===== src/rtl/smi_pkg.sv =====
package smi_pkg;
  localparam int SYNC_DEPTH_DEF = 2;
  localparam int REARM_CLKS_DEF = 4;

  typedef struct packed {
    logic pending;
    logic in_smm;
    logic active;
  } smi_state_t;
endpackage


===== src/rtl/smi_pin_filter.sv =====
module smi_pin_filter #(
  parameter int SYNC_DEPTH = smi_pkg::SYNC_DEPTH_DEF,
  parameter int REARM_CLKS = smi_pkg::REARM_CLKS_DEF
) (
  input  logic clk,
  input  logic rst,
  input  logic pin_n,
  output logic fall_evt
);
  localparam int CW = (REARM_CLKS > 2) ? $clog2(REARM_CLKS) : 1;
  localparam logic [CW-1:0] CNT_TOP = CW'(REARM_CLKS - 1);

  logic [SYNC_DEPTH-1:0] sync_q;
  logic                  pin_s;
  logic [CW-1:0]         hi_cnt;
  logic                  armed;

  // synchronizer chain, idles high
  generate
    for (genvar i = 0; i < SYNC_DEPTH; i++) begin : g_sync
      if (i == 0) begin : g_first
        always_ff @(posedge clk) begin
          if (rst) sync_q[0] <= 1'b1;
          else     sync_q[0] <= pin_n;
        end
      end else begin : g_next
        always_ff @(posedge clk) begin
          if (rst) sync_q[i] <= 1'b1;
          else     sync_q[i] <= sync_q[i-1];
        end
      end
    end
  endgenerate

  assign pin_s    = sync_q[SYNC_DEPTH-1];
  assign fall_evt = armed & ~pin_s;

  // count consecutive high samples, saturating one short of the gap
  always_ff @(posedge clk) begin
    if (rst) begin
      hi_cnt <= CNT_TOP;
      armed  <= 1'b1;
    end else begin
      if (!pin_s)              hi_cnt <= '0;
      else if (hi_cnt < CNT_TOP) hi_cnt <= hi_cnt + 1'b1;

      if (fall_evt)                              armed <= 1'b0;
      else if (!armed && pin_s && hi_cnt == CNT_TOP) armed <= 1'b1;
    end
  end

  AST_FALL_ONE_SHOT: assert property (@(posedge clk) disable iff (rst)
    fall_evt |=> !fall_evt);
  AST_FALL_AFTER_HIGH: assert property (@(posedge clk) disable iff (rst)
    fall_evt |-> $past(pin_s));
endmodule


===== src/rtl/smi_entry_state.sv =====
module smi_entry_state (
  input  logic                clk,
  input  logic                rst,
  input  logic                fall_evt,
  input  logic                take_smi,
  input  logic                rsm_done,
  input  logic                writes_pending,
  output smi_pkg::smi_state_t st
);
  smi_pkg::smi_state_t st_q;

  always_ff @(posedge clk) begin
    if (rst) begin
      st_q <= '0;
    end else begin
      // a new fall beats the clear from an entry in the same cycle
      if (fall_evt)      st_q.pending <= 1'b1;
      else if (take_smi) st_q.pending <= 1'b0;

      if (take_smi)      st_q.in_smm <= 1'b1;
      else if (rsm_done) st_q.in_smm <= 1'b0;

      if (rsm_done)                            st_q.active <= 1'b0;
      else if (st_q.in_smm && !writes_pending) st_q.active <= 1'b1;
    end
  end

  assign st = st_q;

  AST_ACTIVE_DRAINED: assert property (@(posedge clk) disable iff (rst)
    $rose(st_q.active) |-> $past(!writes_pending));
  AST_ACTIVE_IN_SMM: assert property (@(posedge clk) disable iff (rst)
    st_q.active |-> st_q.in_smm);
  AST_RESUME_DROPS_ACTIVE: assert property (@(posedge clk) disable iff (rst)
    rsm_done |=> !st_q.active);
endmodule


===== src/rtl/smi_boundary_arb.sv =====
module smi_boundary_arb (
  input  logic instr_boundary,
  input  logic bus_locked,
  input  logic smi_pending,
  input  logic smi_blocked,
  input  logic nmi_req,
  output logic take_smi,
  output logic take_nmi
);
  logic slot_ok;
  logic smi_ready;

  always_comb begin
    slot_ok   = instr_boundary & ~bus_locked;
    smi_ready = smi_pending & ~smi_blocked;
    take_smi  = slot_ok & smi_ready;
    take_nmi  = slot_ok & nmi_req & ~smi_ready;
  end
endmodule


===== src/rtl/sysmgmt_irq_ctrl.sv =====
module sysmgmt_irq_ctrl #(
  parameter int SYNC_DEPTH = smi_pkg::SYNC_DEPTH_DEF,
  parameter int REARM_CLKS = smi_pkg::REARM_CLKS_DEF
) (
  input  logic clk,
  input  logic rst,
  input  logic smi_n,
  input  logic nmi_req,
  input  logic instr_boundary,
  input  logic bus_locked,
  input  logic writes_pending,
  input  logic rsm_done,
  output logic take_smi,
  output logic take_nmi,
  output logic smiact
);
  logic                fall_evt;
  smi_pkg::smi_state_t st;

  smi_pin_filter #(.SYNC_DEPTH(SYNC_DEPTH), .REARM_CLKS(REARM_CLKS)) u_pin (
    .clk      (clk),
    .rst      (rst),
    .pin_n    (smi_n),
    .fall_evt (fall_evt)
  );

  smi_entry_state u_state (
    .clk            (clk),
    .rst            (rst),
    .fall_evt       (fall_evt),
    .take_smi       (take_smi),
    .rsm_done       (rsm_done),
    .writes_pending (writes_pending),
    .st             (st)
  );

  smi_boundary_arb u_arb (
    .instr_boundary (instr_boundary),
    .bus_locked     (bus_locked),
    .smi_pending    (st.pending),
    .smi_blocked    (st.in_smm),
    .nmi_req        (nmi_req),
    .take_smi       (take_smi),
    .take_nmi       (take_nmi)
  );

  assign smiact = st.active;

  AST_ENTRY_BLOCKS: assert property (@(posedge clk) disable iff (rst)
    take_smi |=> st.in_smm);
  AST_ENTRY_PULSE: assert property (@(posedge clk) disable iff (rst)
    take_smi |=> !take_smi);
endmodule


===== config.mk =====
export PLATFORM = sky130hd
export DESIGN_NAME = sysmgmt_irq_ctrl
export DESIGN_NICKNAME = d
export VERILOG_FILES = /design/src/rtl/smi_pkg.sv /design/src/rtl/smi_pin_filter.sv /design/src/rtl/smi_entry_state.sv /design/src/rtl/smi_boundary_arb.sv /design/src/rtl/sysmgmt_irq_ctrl.sv
export SDC_FILE = /design/constraint.sdc
export NUM_CORES = 1
export LEC_CHECK = 0
export ABC_CLOCK_PERIOD_IN_PS = 1500
export BUFFER_PORTS_ARGS = -buffer_cell sky130_fd_sc_hd__buf_2
export CELL_PAD_IN_SITES_DETAIL_PLACEMENT = 0
export CELL_PAD_IN_SITES_GLOBAL_PLACEMENT = 1
export CORE_AREA = 2 2 39 41
export CTS_BUF_LIST = sky130_fd_sc_hd__clkbuf_4
export DETAILED_ROUTE_END_ITERATION = 7
export DIE_AREA = 0 0 41 43
export PLACE_DENSITY_LB_ADDON = 0.15
export SYNTH_ARGS = -nofsm -noshare
export SYNTH_HDL_FRONTEND = slang
export SYNTH_HIERARCHICAL = 1
export SYNTH_SLANG_ARGS = --single-unit

===== constraint.sdc =====
create_clock -name clk -period 1.5 [get_ports clk]
set_input_delay 0.075 -clock clk [delete_from_list [all_inputs] [get_ports clk]]
set_output_delay 0.075 -clock clk [all_outputs]
set_load 0.02 [all_outputs]

==> results of run 1 <==
[worst max-delay path by stage]
stage                          from         endpoint  slack [ns]  cells past startpoint
finish                u_state/st[1]         take_smi        0.30                      3
global route          u_state/st[1]         take_smi        0.20                      3
global placement    u_pin/hi_cnt[0]  u_pin/hi_cnt[1]        0.37                      3
floorplan             u_state/st[1]    u_state/st[2]        0.35                      4
CTS                   u_state/st[1]         take_smi        0.28                      3
detailed placement  u_pin/hi_cnt[0]  u_pin/hi_cnt[1]        0.32                      3
[logic make-up after synthesis]
group,count (synthesis)
buf+inv,2
fa+ha+maj,1
mux,1
xor+xnor,1
flops,8
compound gates,6
simple gates,11
[worst register-to-register path: stages (launching register included)]
cell	delay (ns)
sky130_fd_sc_hd__dfxtp_1	0.34
sky130_fd_sc_hd__ha_1	0.21
sky130_fd_sc_hd__mux2_1	0.34
sky130_fd_sc_hd__a21o_1	0.18
[synth_stat cells]
library cell	n	share of area (%)
sky130_fd_sc_hd__dfxtp_1	8	50
sky130_fd_sc_hd__nand2b_1	3	5.8
sky130_fd_sc_hd__a21o_1	2	4.7
sky130_fd_sc_hd__a21oi_1	2	3.1
sky130_fd_sc_hd__inv_1	2	2.3
sky130_fd_sc_hd__nor2b_1	2	3.9
sky130_fd_sc_hd__or2_2	2	3.9
sky130_fd_sc_hd__and4b_1	1	3.1
sky130_fd_sc_hd__ha_1	1	3.9
sky130_fd_sc_hd__mux2_1	1	3.5
sky130_fd_sc_hd__nand2b_4	1	4.3
sky130_fd_sc_hd__nor2_1	1	1.2
sky130_fd_sc_hd__nor3b_2	1	3.9
sky130_fd_sc_hd__o21a_1	1	2.3
sky130_fd_sc_hd__o21ai_0	1	1.6
sky130_fd_sc_hd__xnor2_1	1	2.7
[layer usage]
layer	routed length, um	part of all wire [%]	vias to the layer above	GRT usage, %
met1	229	42	114	8.85
met4	0	0	0	8.00
met3	31	5.7	0	3.14
met5	0	0	-	0
li1	-	-	132	-
met2	280	52	8	9.69
[state kept, by name, indices dropped and copies added, names as in the netlist]
name          cells
u_state/st        3
u_pin/hi_cnt      2
u_pin/armed       1
u_pin/pin_s       1
u_pin/sync_q      1
[timing repair]
action                     4_1_cts  5_1_grt
setup endpoints to repair        0        0
hold endpoints to repair         0        1
hold buffers                     0        1
[metrics by stage]
stage | std cells | worst slack, ns | hold slack, ns | area, sq um
2_1_floorplan | 30 | 0.354 | 0.144 | 322
3_3_place_gp | 56 | 0.369 | 0.263 | 392
3_5_place_dp | 56 | 0.323 | 0.268 | 392
4_1_cts | 59 | 0.277 | 0.00321 | 414
5_1_grt | 60 | 0.202 | 0.0704 | 424
6_report | 60 | 0.304 | 0.0744 | 424
[area by class of cell]
type                    instances  area share (%)
well taps                      16            4.72
inverters                       2            1.77
multi-input cells              20            36.3
clock buffers                   3            5.31
repair buffers                 11            14.2
flip-flops and latches          8            37.8
[report_power, final]
group	internal [W]	total (W)	switching (W)
Clock	0.0000913	0.000160	0.0000685
Combinational	0.0000881	0.000144	0.0000563
Sequential	0.000245	0.000263	0.0000181
==> summary by stage, run 1 <==
Outcome
The flow ran to the end, and the final reports show no timing, DRC or antenna violations.

Global route
The first global-routing pass estimated 876 um of wire. The number of global-route vias before repair is 234. Summed over all layers, the global routing overflow is 0. Entering global routing, the biggest net connects 9 pins. The number of antenna violations at the first check in global routing is 0. For this run, the total global-route usage over all layers was measured as 7.68%.

Final layout
Registers take 160 sq um. In the layout the commonest cells are 10 x sky130_fd_sc_hd__buf_2, 8 x sky130_fd_sc_hd__dfxtp_1, 3 x sky130_fd_sc_hd__clkbuf_4, 3 x sky130_fd_sc_hd__nand2b_1. The filler cells instantiated in the layout total 158. Relative to the synthesized area, the layout overhead comes to 31.9%. The library cell used most frequently in the layout, excluding fill and tap cells, is sky130_fd_sc_hd__buf_2. The number of diodes is 0.

The final standard cell utilization of the core is 30.7%. The share of layout cells above drive strength 1 is 38.6%. For this run, the post-layout net count is 55.

The total area of multi-input combinational cells is 154 sq um.

Floorplanning
The die is 41 um wide. The initial utilization of the core area, before any placement, comes to 23.2%. The total I/O pin count is 11.

The floorplan step defined a die boundary enclosing 1760 sq um. The area of the core is 1380 sq um. The floorplan step set the die height to 43 um.

Row generation in the floorplan step produced 14 rows.

STA
The clock period minus worst slack is 1.20 ns. The post-route clock period utilization is 79.8%. The final worst clock skew is 0.00232 ns.

The count of pins over their slew limit is 0. Static timing analysis puts the maximum clock frequency at 836 MHz. Setup repair after global routing left no endpoint under its margin. Setup violations remaining at the end of the flow were counted as 0. The number of hold-slack violations in the final timing report is 0.

The transition time of the tightest slew-check pin is 0.182 ns. The setup total negative slack is 0 ns. The worst max-slew margin expressed relative to the limit is 87.8%.

Route
The wire length per cell after detailed routing is 9.03 um. The average via count per standard cell is 4.23. The first detailed-routing pass ran for 2 iterations.

The total wire length is 542 um. The via total after detailed routing is 254. The first routing iteration left 3 violations. After detailed routing, the number of remaining DRC violations is 0. The final antenna-violating net count is 0.

Setup path
STA classifies the critical path endpoint as an output port. The class of the most critical setup path is flip-flop to output port. The worst register-to-register path begins at u_pin/hi_cnt[0]. STA puts the critical path data arrival time at 1.12 ns.

The delay contributed by the slowest stage of the critical path is 0.32 ns. Counting cells, the worst reg-to-reg path comes to 3. The data required time of the worst path is 1.42 ns. The critical path goes through nand2b_4 > nor3b_2 > buf_2. The internal reg-to-reg setup slack is 0.33 ns. Of all nets on the critical path, the largest fanout is 3. Among all stages on the critical path, the largest delay is contributed by sky130_fd_sc_hd__dfxtp_1. Among cell families on the critical path, the largest total delay comes from simple AND/OR/NAND/NOR gates. The sort of element at the start of the critical path is a flip-flop.

The sum of buffers and inverters on the critical path is 1. The endpoint identified for the worst register-to-register timing path is u_pin/hi_cnt[1].

CTS
The number of setup buffers added after CTS is 0. The clock passes through at most 2 buffers. The later-pin clock latency in the skew report is 0.25 ns. TritonCTS built the clock tree.

The root buffer cell is sky130_fd_sc_hd__clkbuf_4. CTS saw 8 sinks. The number of levels in the clock H-tree is 1. The number of instances resized during post-cts repair is 0. Clock-pin slew was measured on the worst setup and hold paths at 0.05 ns.

Buffers inserted during clock tree synthesis total 3.

Synthesis
Sequential elements use 49.8% of the synthesized area. By area, the combinational part of the netlist is dominated by simple AND/OR/NAND/NOR gates. The synthesis-stage register bit count is 8.

The synthesized netlist devotes 26.1% of its cell area to simple gates. The fraction of synthesized area in multiplexers is 3.50%. The post-synth design cell area is 322 sq um. The synthesized netlist cell count is 30.

A synthesized cell averages 10.7 sq um. The post-synthesis share of cell area spent on xor and xnor gates is 2.72%. Summing the areas of all fa, ha and maj instances in the mapped netlist gives 3.89% of the synthesized area. The number of different library cells used by synthesis comes to 16.

The synthesized netlist devotes 11.7% of its cell area to compound gates. The yosys synthesis warning count is 6. The net count after synthesis is 39.

Min path
The path class of the tightest hold or removal check is input port to flip-flop. The worst hold path terminates at u_state/st[0]. In this run the most critical hold path is launched from rsm_done. Along the worst hold path, the cell count comes to 3.

Pwr
The analysis attributes to cell leakage a power of 0.183 nW. Dividing total power by cell area gives a power density of 1340 nW/um^2. IR analysis of the VDD net gives a maximum drop of 0.441 mV. The total design power is 0.000567 W.

Flow run
Max-cap violations in this run came to 0.

Placement
The congestion estimate from routability-driven global placement came to 0.652. The HPWL after detailed placement is 430 um. The quantity of I/O buffers inserted on ports is 10.
Note: power is estimated with default switching activity, not from simulation.
==> inputs of run 2 (changes only) <==
- ABC_AREA: default -> 1
- ABC_CLOCK_PERIOD_IN_PS: 1500 -> 1200
- clock period: 1.5 -> 1.2 ns (I/O delays scaled with it)
==> run 2 against run 1 <==
Sequential cell count unchanged. Largest cell class unchanged. Die area unchanged. Total power up 24%. Routed wire length up 11%. Highest routed layer unchanged. Clock skew up 0.0023 ns. Cell count up 28%. Combinational power up 14%. First-iteration DRC count rose to 3.0 times the previous value. Synthesized cell count up 57%. Utilization up 1.2 points. Synthesized area up 5.1%.
==> summary by stage, run 2 <==
Outcome
The flow ran to the end, and the final reports show no timing, DRC or antenna violations.

Setup path
Walking the worst path, the cells encountered are inv_1 > nand2_1 > nor2_1 > buf_2. Broken down by cell family, the worst path's largest delay share belongs to flip-flops. The sum of buffers and inverters on the critical path is 2 (+1). STA classifies the critical path endpoint as an output port. The slowest stage of the critical path is the sky130_fd_sc_hd__dfxtp_1 cell. The signal arrival time at the worst endpoint came to 1.02 ns (-0.10 ns). The highest fanout seen on the critical path is 4 (+1). The delay contributed by the slowest stage of the critical path is 0.33 ns (about the same). STA classifies the critical path startpoint as a flip-flop. The class of the most critical setup path is flip-flop to output port. The data required time of the worst path is 1.14 ns (-0.28 ns).

Synthesis
The yosys synthesis warning count is 6 (unchanged). The share of the synthesized area in the top cell type is 47.4% (-2.4 points). The net count after synthesis is 56 (+44%). The mean instance size in the synthesized netlist is 7.19 sq um (-33%).

The post-synth design cell area was 338 sq um (+5.1%). Ranked by instance count, the synthesized netlist is headed by 11 x sky130_fd_sc_hd__inv_1, 8 x sky130_fd_sc_hd__dfxtp_1, 8 x sky130_fd_sc_hd__nand2_1, 8 x sky130_fd_sc_hd__nand3_1, 4 x sky130_fd_sc_hd__nor2_1. The commonest register cell after synthesis is sky130_fd_sc_hd__dfxtp_1. The synthesized netlist cell count is 47 (+57%). The number of enable-type register cells in the synthesized netlist is 0 (unchanged).

Among all cell types in the netlist, the one instantiated most often is sky130_fd_sc_hd__inv_1. Summed over all instances, the cell type with the most area after synthesis is sky130_fd_sc_hd__dfxtp_1. The post-synthesis async set-or-reset flop share is 0% (unchanged). The synthesis-stage register bit count was 8 (unchanged).

After synthesis, the cell types taking the most area are sky130_fd_sc_hd__dfxtp_1 47%, sky130_fd_sc_hd__inv_1 12%, sky130_fd_sc_hd__nand3_1 12%, sky130_fd_sc_hd__nand2_1 8.9%, sky130_fd_sc_hd__nor2_1 4.4%. The unique cell type count in the Yosys netlist is 13 (-3). The share of synthesized area occupied by flip-flops and latches came to 47.4% (-2.4 points).

Placement
The sum of net half-perimeters after detailed placement came to 457 um (+6.3%). The quantity of I/O buffers inserted on ports is 10 (unchanged). The setup slack at placement is 0.320 ns (-0.00331 ns). The routability congestion estimate was 0.561 (-14%). The number of cells in the design after placement was 73 (+30%). The cell area reported after detailed placement came to 408 sq um (+4.2%).

Pwr
The combinational group share of total power is 23.4% (-2.0 points). The ratio of total power to cell area is 1590 nW/um^2 (+19%). The internal power of the cells is 0.000497 W (+17%). The static leakage was 0.230 nW (+25%). The part of the power in the clock network is 29.6% (+1.4 points).

The worst IR drop on VDD is 0.484 mV (+9.8%). The share of power burned in registers was 47.0% (+0.6 points). The net switching share of the total power is 29.0% (+3.8 points).

The switching component of the power is 0.000203 W (+42%).

Global route
The pin count of the biggest net entering global routing is 7 (-2). The total congestion overflow was 0 (unchanged). The number of antenna violations at the first check in global routing is 0 (unchanged). The number of global-route vias before repair came to 258 (+10%). The total global routing track utilization is 8.86% (+1.2 points).

The global-route wire length before repair is 972 um (+11%).

Route
The final antenna-violating net count came to 0 (unchanged). The total wire length was 601 um (+11%). The number of remaining DRC errors is 0 (unchanged). The DRC violation total after the first TritonRoute iteration was 9 (+6).

The via total after detailed routing is 297 (+17%). The average via count per standard cell came to 3.86 (-8.9%). The number of iterations in the first detailed-routing pass is 4 (+2). The wire length per cell after detailed routing is 7.81 um (-14%).

STA
The clock period minus worst slack is 1.08 ns. Static timing analysis puts the maximum clock frequency at 925 MHz. The count of pins over their slew limit is 0 (unchanged). The transition time of the tightest slew-check pin is 0.190 ns (+0.00816 ns). The final worst clock skew is 0.00460 ns (+0.00228 ns). The number of failing setup endpoints in the final timing report is 0 (unchanged). The setup slack after layout was 0.119 ns (-0.185 ns). The post-route clock period utilization is 90.1%. The setup total negative slack is 0 ns (unchanged). Setup repair after global routing left no endpoint under its margin. The worst max-slew margin expressed relative to the limit is 87.3% (-0.51 points). The number of hold-slack violations in the final timing report is 0 (unchanged).

CTS
The CTS buffer count is 3 (unchanged). The clock sink count is 8 (unchanged). The number of buffers inserted for hold repair after clock tree synthesis is 1 (+1).

The later-pin clock latency in the skew report is 0.25 ns (about the same). The number of buffers between clock root and the deepest sink came to 2 (unchanged). The clock tree from TritonCTS is built. The clock input transition at the sequential cells of the worst setup and hold paths is 0.05 ns (about the same).

The root buffer cell chosen for the clock tree is sky130_fd_sc_hd__clkbuf_4. The number of buffers inserted by post-CTS setup repair is 0 (unchanged). The number of instances resized during post-cts repair was 0 (unchanged).

The number of levels in the clock H-tree is 1 (unchanged).

Final layout
Compared with the post-synthesis result, the final layout area differs by 30.4%. The share of layout cells above drive strength 1 is 26.2% (-12 points). The fill cell instance count of the final layout is 155 (-1.9%). In the layout the commonest cells are 11 x sky130_fd_sc_hd__inv_1, 10 x sky130_fd_sc_hd__buf_2, 8 x sky130_fd_sc_hd__nand2_1, 8 x sky130_fd_sc_hd__nand3_1, 8 x sky130_fd_sc_hd__dfxtp_1. The final standard cell utilization of the core is 31.8% (+1.2 points). The filler-free cell count of the finished design came to 77 (+28%). The total number of nets in the final design was 72 (+31%).

The number of diodes is 0 (unchanged). The flip-flop count of the largest register after layout is 3 (unchanged). Leaving out fill and tap cells, the most frequent cell in the layout is sky130_fd_sc_hd__inv_1. The final non-filler cell area is 440 sq um (+3.8%).

Floorplanning
The die footprint is 1760 sq um (unchanged). The die outline height came to 43 um (unchanged). The area of the core is 1380 sq um (unchanged).

The total I/O pin count is 11 (unchanged). The horizontal die dimension was 41 um (unchanged). The number of standard-cell rows in the floorplan was 14 (unchanged). The starting density of the core is 24.4% (+1.2 points).

Min path
In this run the worst hold path is classified as input port to flip-flop.

Flow run
The max-cap violation count is 0 (unchanged).
-- run 2: cell count changes in the layout (fill, tap and decap cells not counted), sizes merged, moves of 3 or more --
cell	delta
inv	+10
nand2	+8
nand2b	-4
nand3	+8
nor2	+3
-- run 2: cell type report --
class	instances	area [sq um]	area share [%]
multi-input cells	26	129	29.3
repair buffers	11	60.1	13.6
inverters	13	48.8	11.1
well taps	16	20.0	4.55
clock buffers	3	22.5	5.11
flip-flops and latches	8	160	36.4
-- run 2: metal layers --
metal | part of all wire [%] | GRT usage, % | routed length, um | up-vias
li1 | - | - | - | 170
met1 | 49 | 9.74 | 297 | 118
met2 | 44 | 11.6 | 263 | 9
met3 | 6.7 | 7.85 | 40 | 0
met4 | 0 | 4.00 | 0 | 0
met5 | 0 | 0 | 0 | -
-- run 2: worst paths after layout --
check / startpoint / slack [ns] / end / cells past startpoint
max: u_state/st[1] / 0.12 / take_smi / 4
min: rst / 0.04 / u_state/st[2] / 2
max reg2reg: u_pin/hi_cnt[0] / 0.31 / u_pin/armed / 3
min reg2reg: u_pin/sync_q[0] / 0.40 / u_pin/pin_s / 1
-- run 2: logic make-up after synthesis --
kind of cell             Yosys count  share of synthesized area (%)
flip-flops                         8                           47.4
AO/OA/AOI/OAI                      3                           5.55
buffers and inverters             13                           14.4
adder cells (fa/ha/maj)            1                           3.70
AND/OR/NAND/NOR                   22                           28.9
-- run 2: per-stage QoR --
step / hold WS [ns] / total power, W
after floorplan: 0.129 / 0.000454
after CTS: 0.0331 / 0.000713
after global placement: 0.247 / 0.000497
after global routing: 0.0339 / 0.000749
final: 0.0408 / 0.000701
after detailed placement: 0.249 / 0.000496
-- run 2: power groups by stage --
stage	registers [W]	clock network, W	logic, W
after floorplan	0.000330	0	0.000125
after global placement	0.000335	0	0.000163
after detailed placement	0.000336	0	0.000160
after CTS	0.000330	0.000218	0.000164
after global routing	0.000333	0.000232	0.000185
final	0.000330	0.000207	0.000164
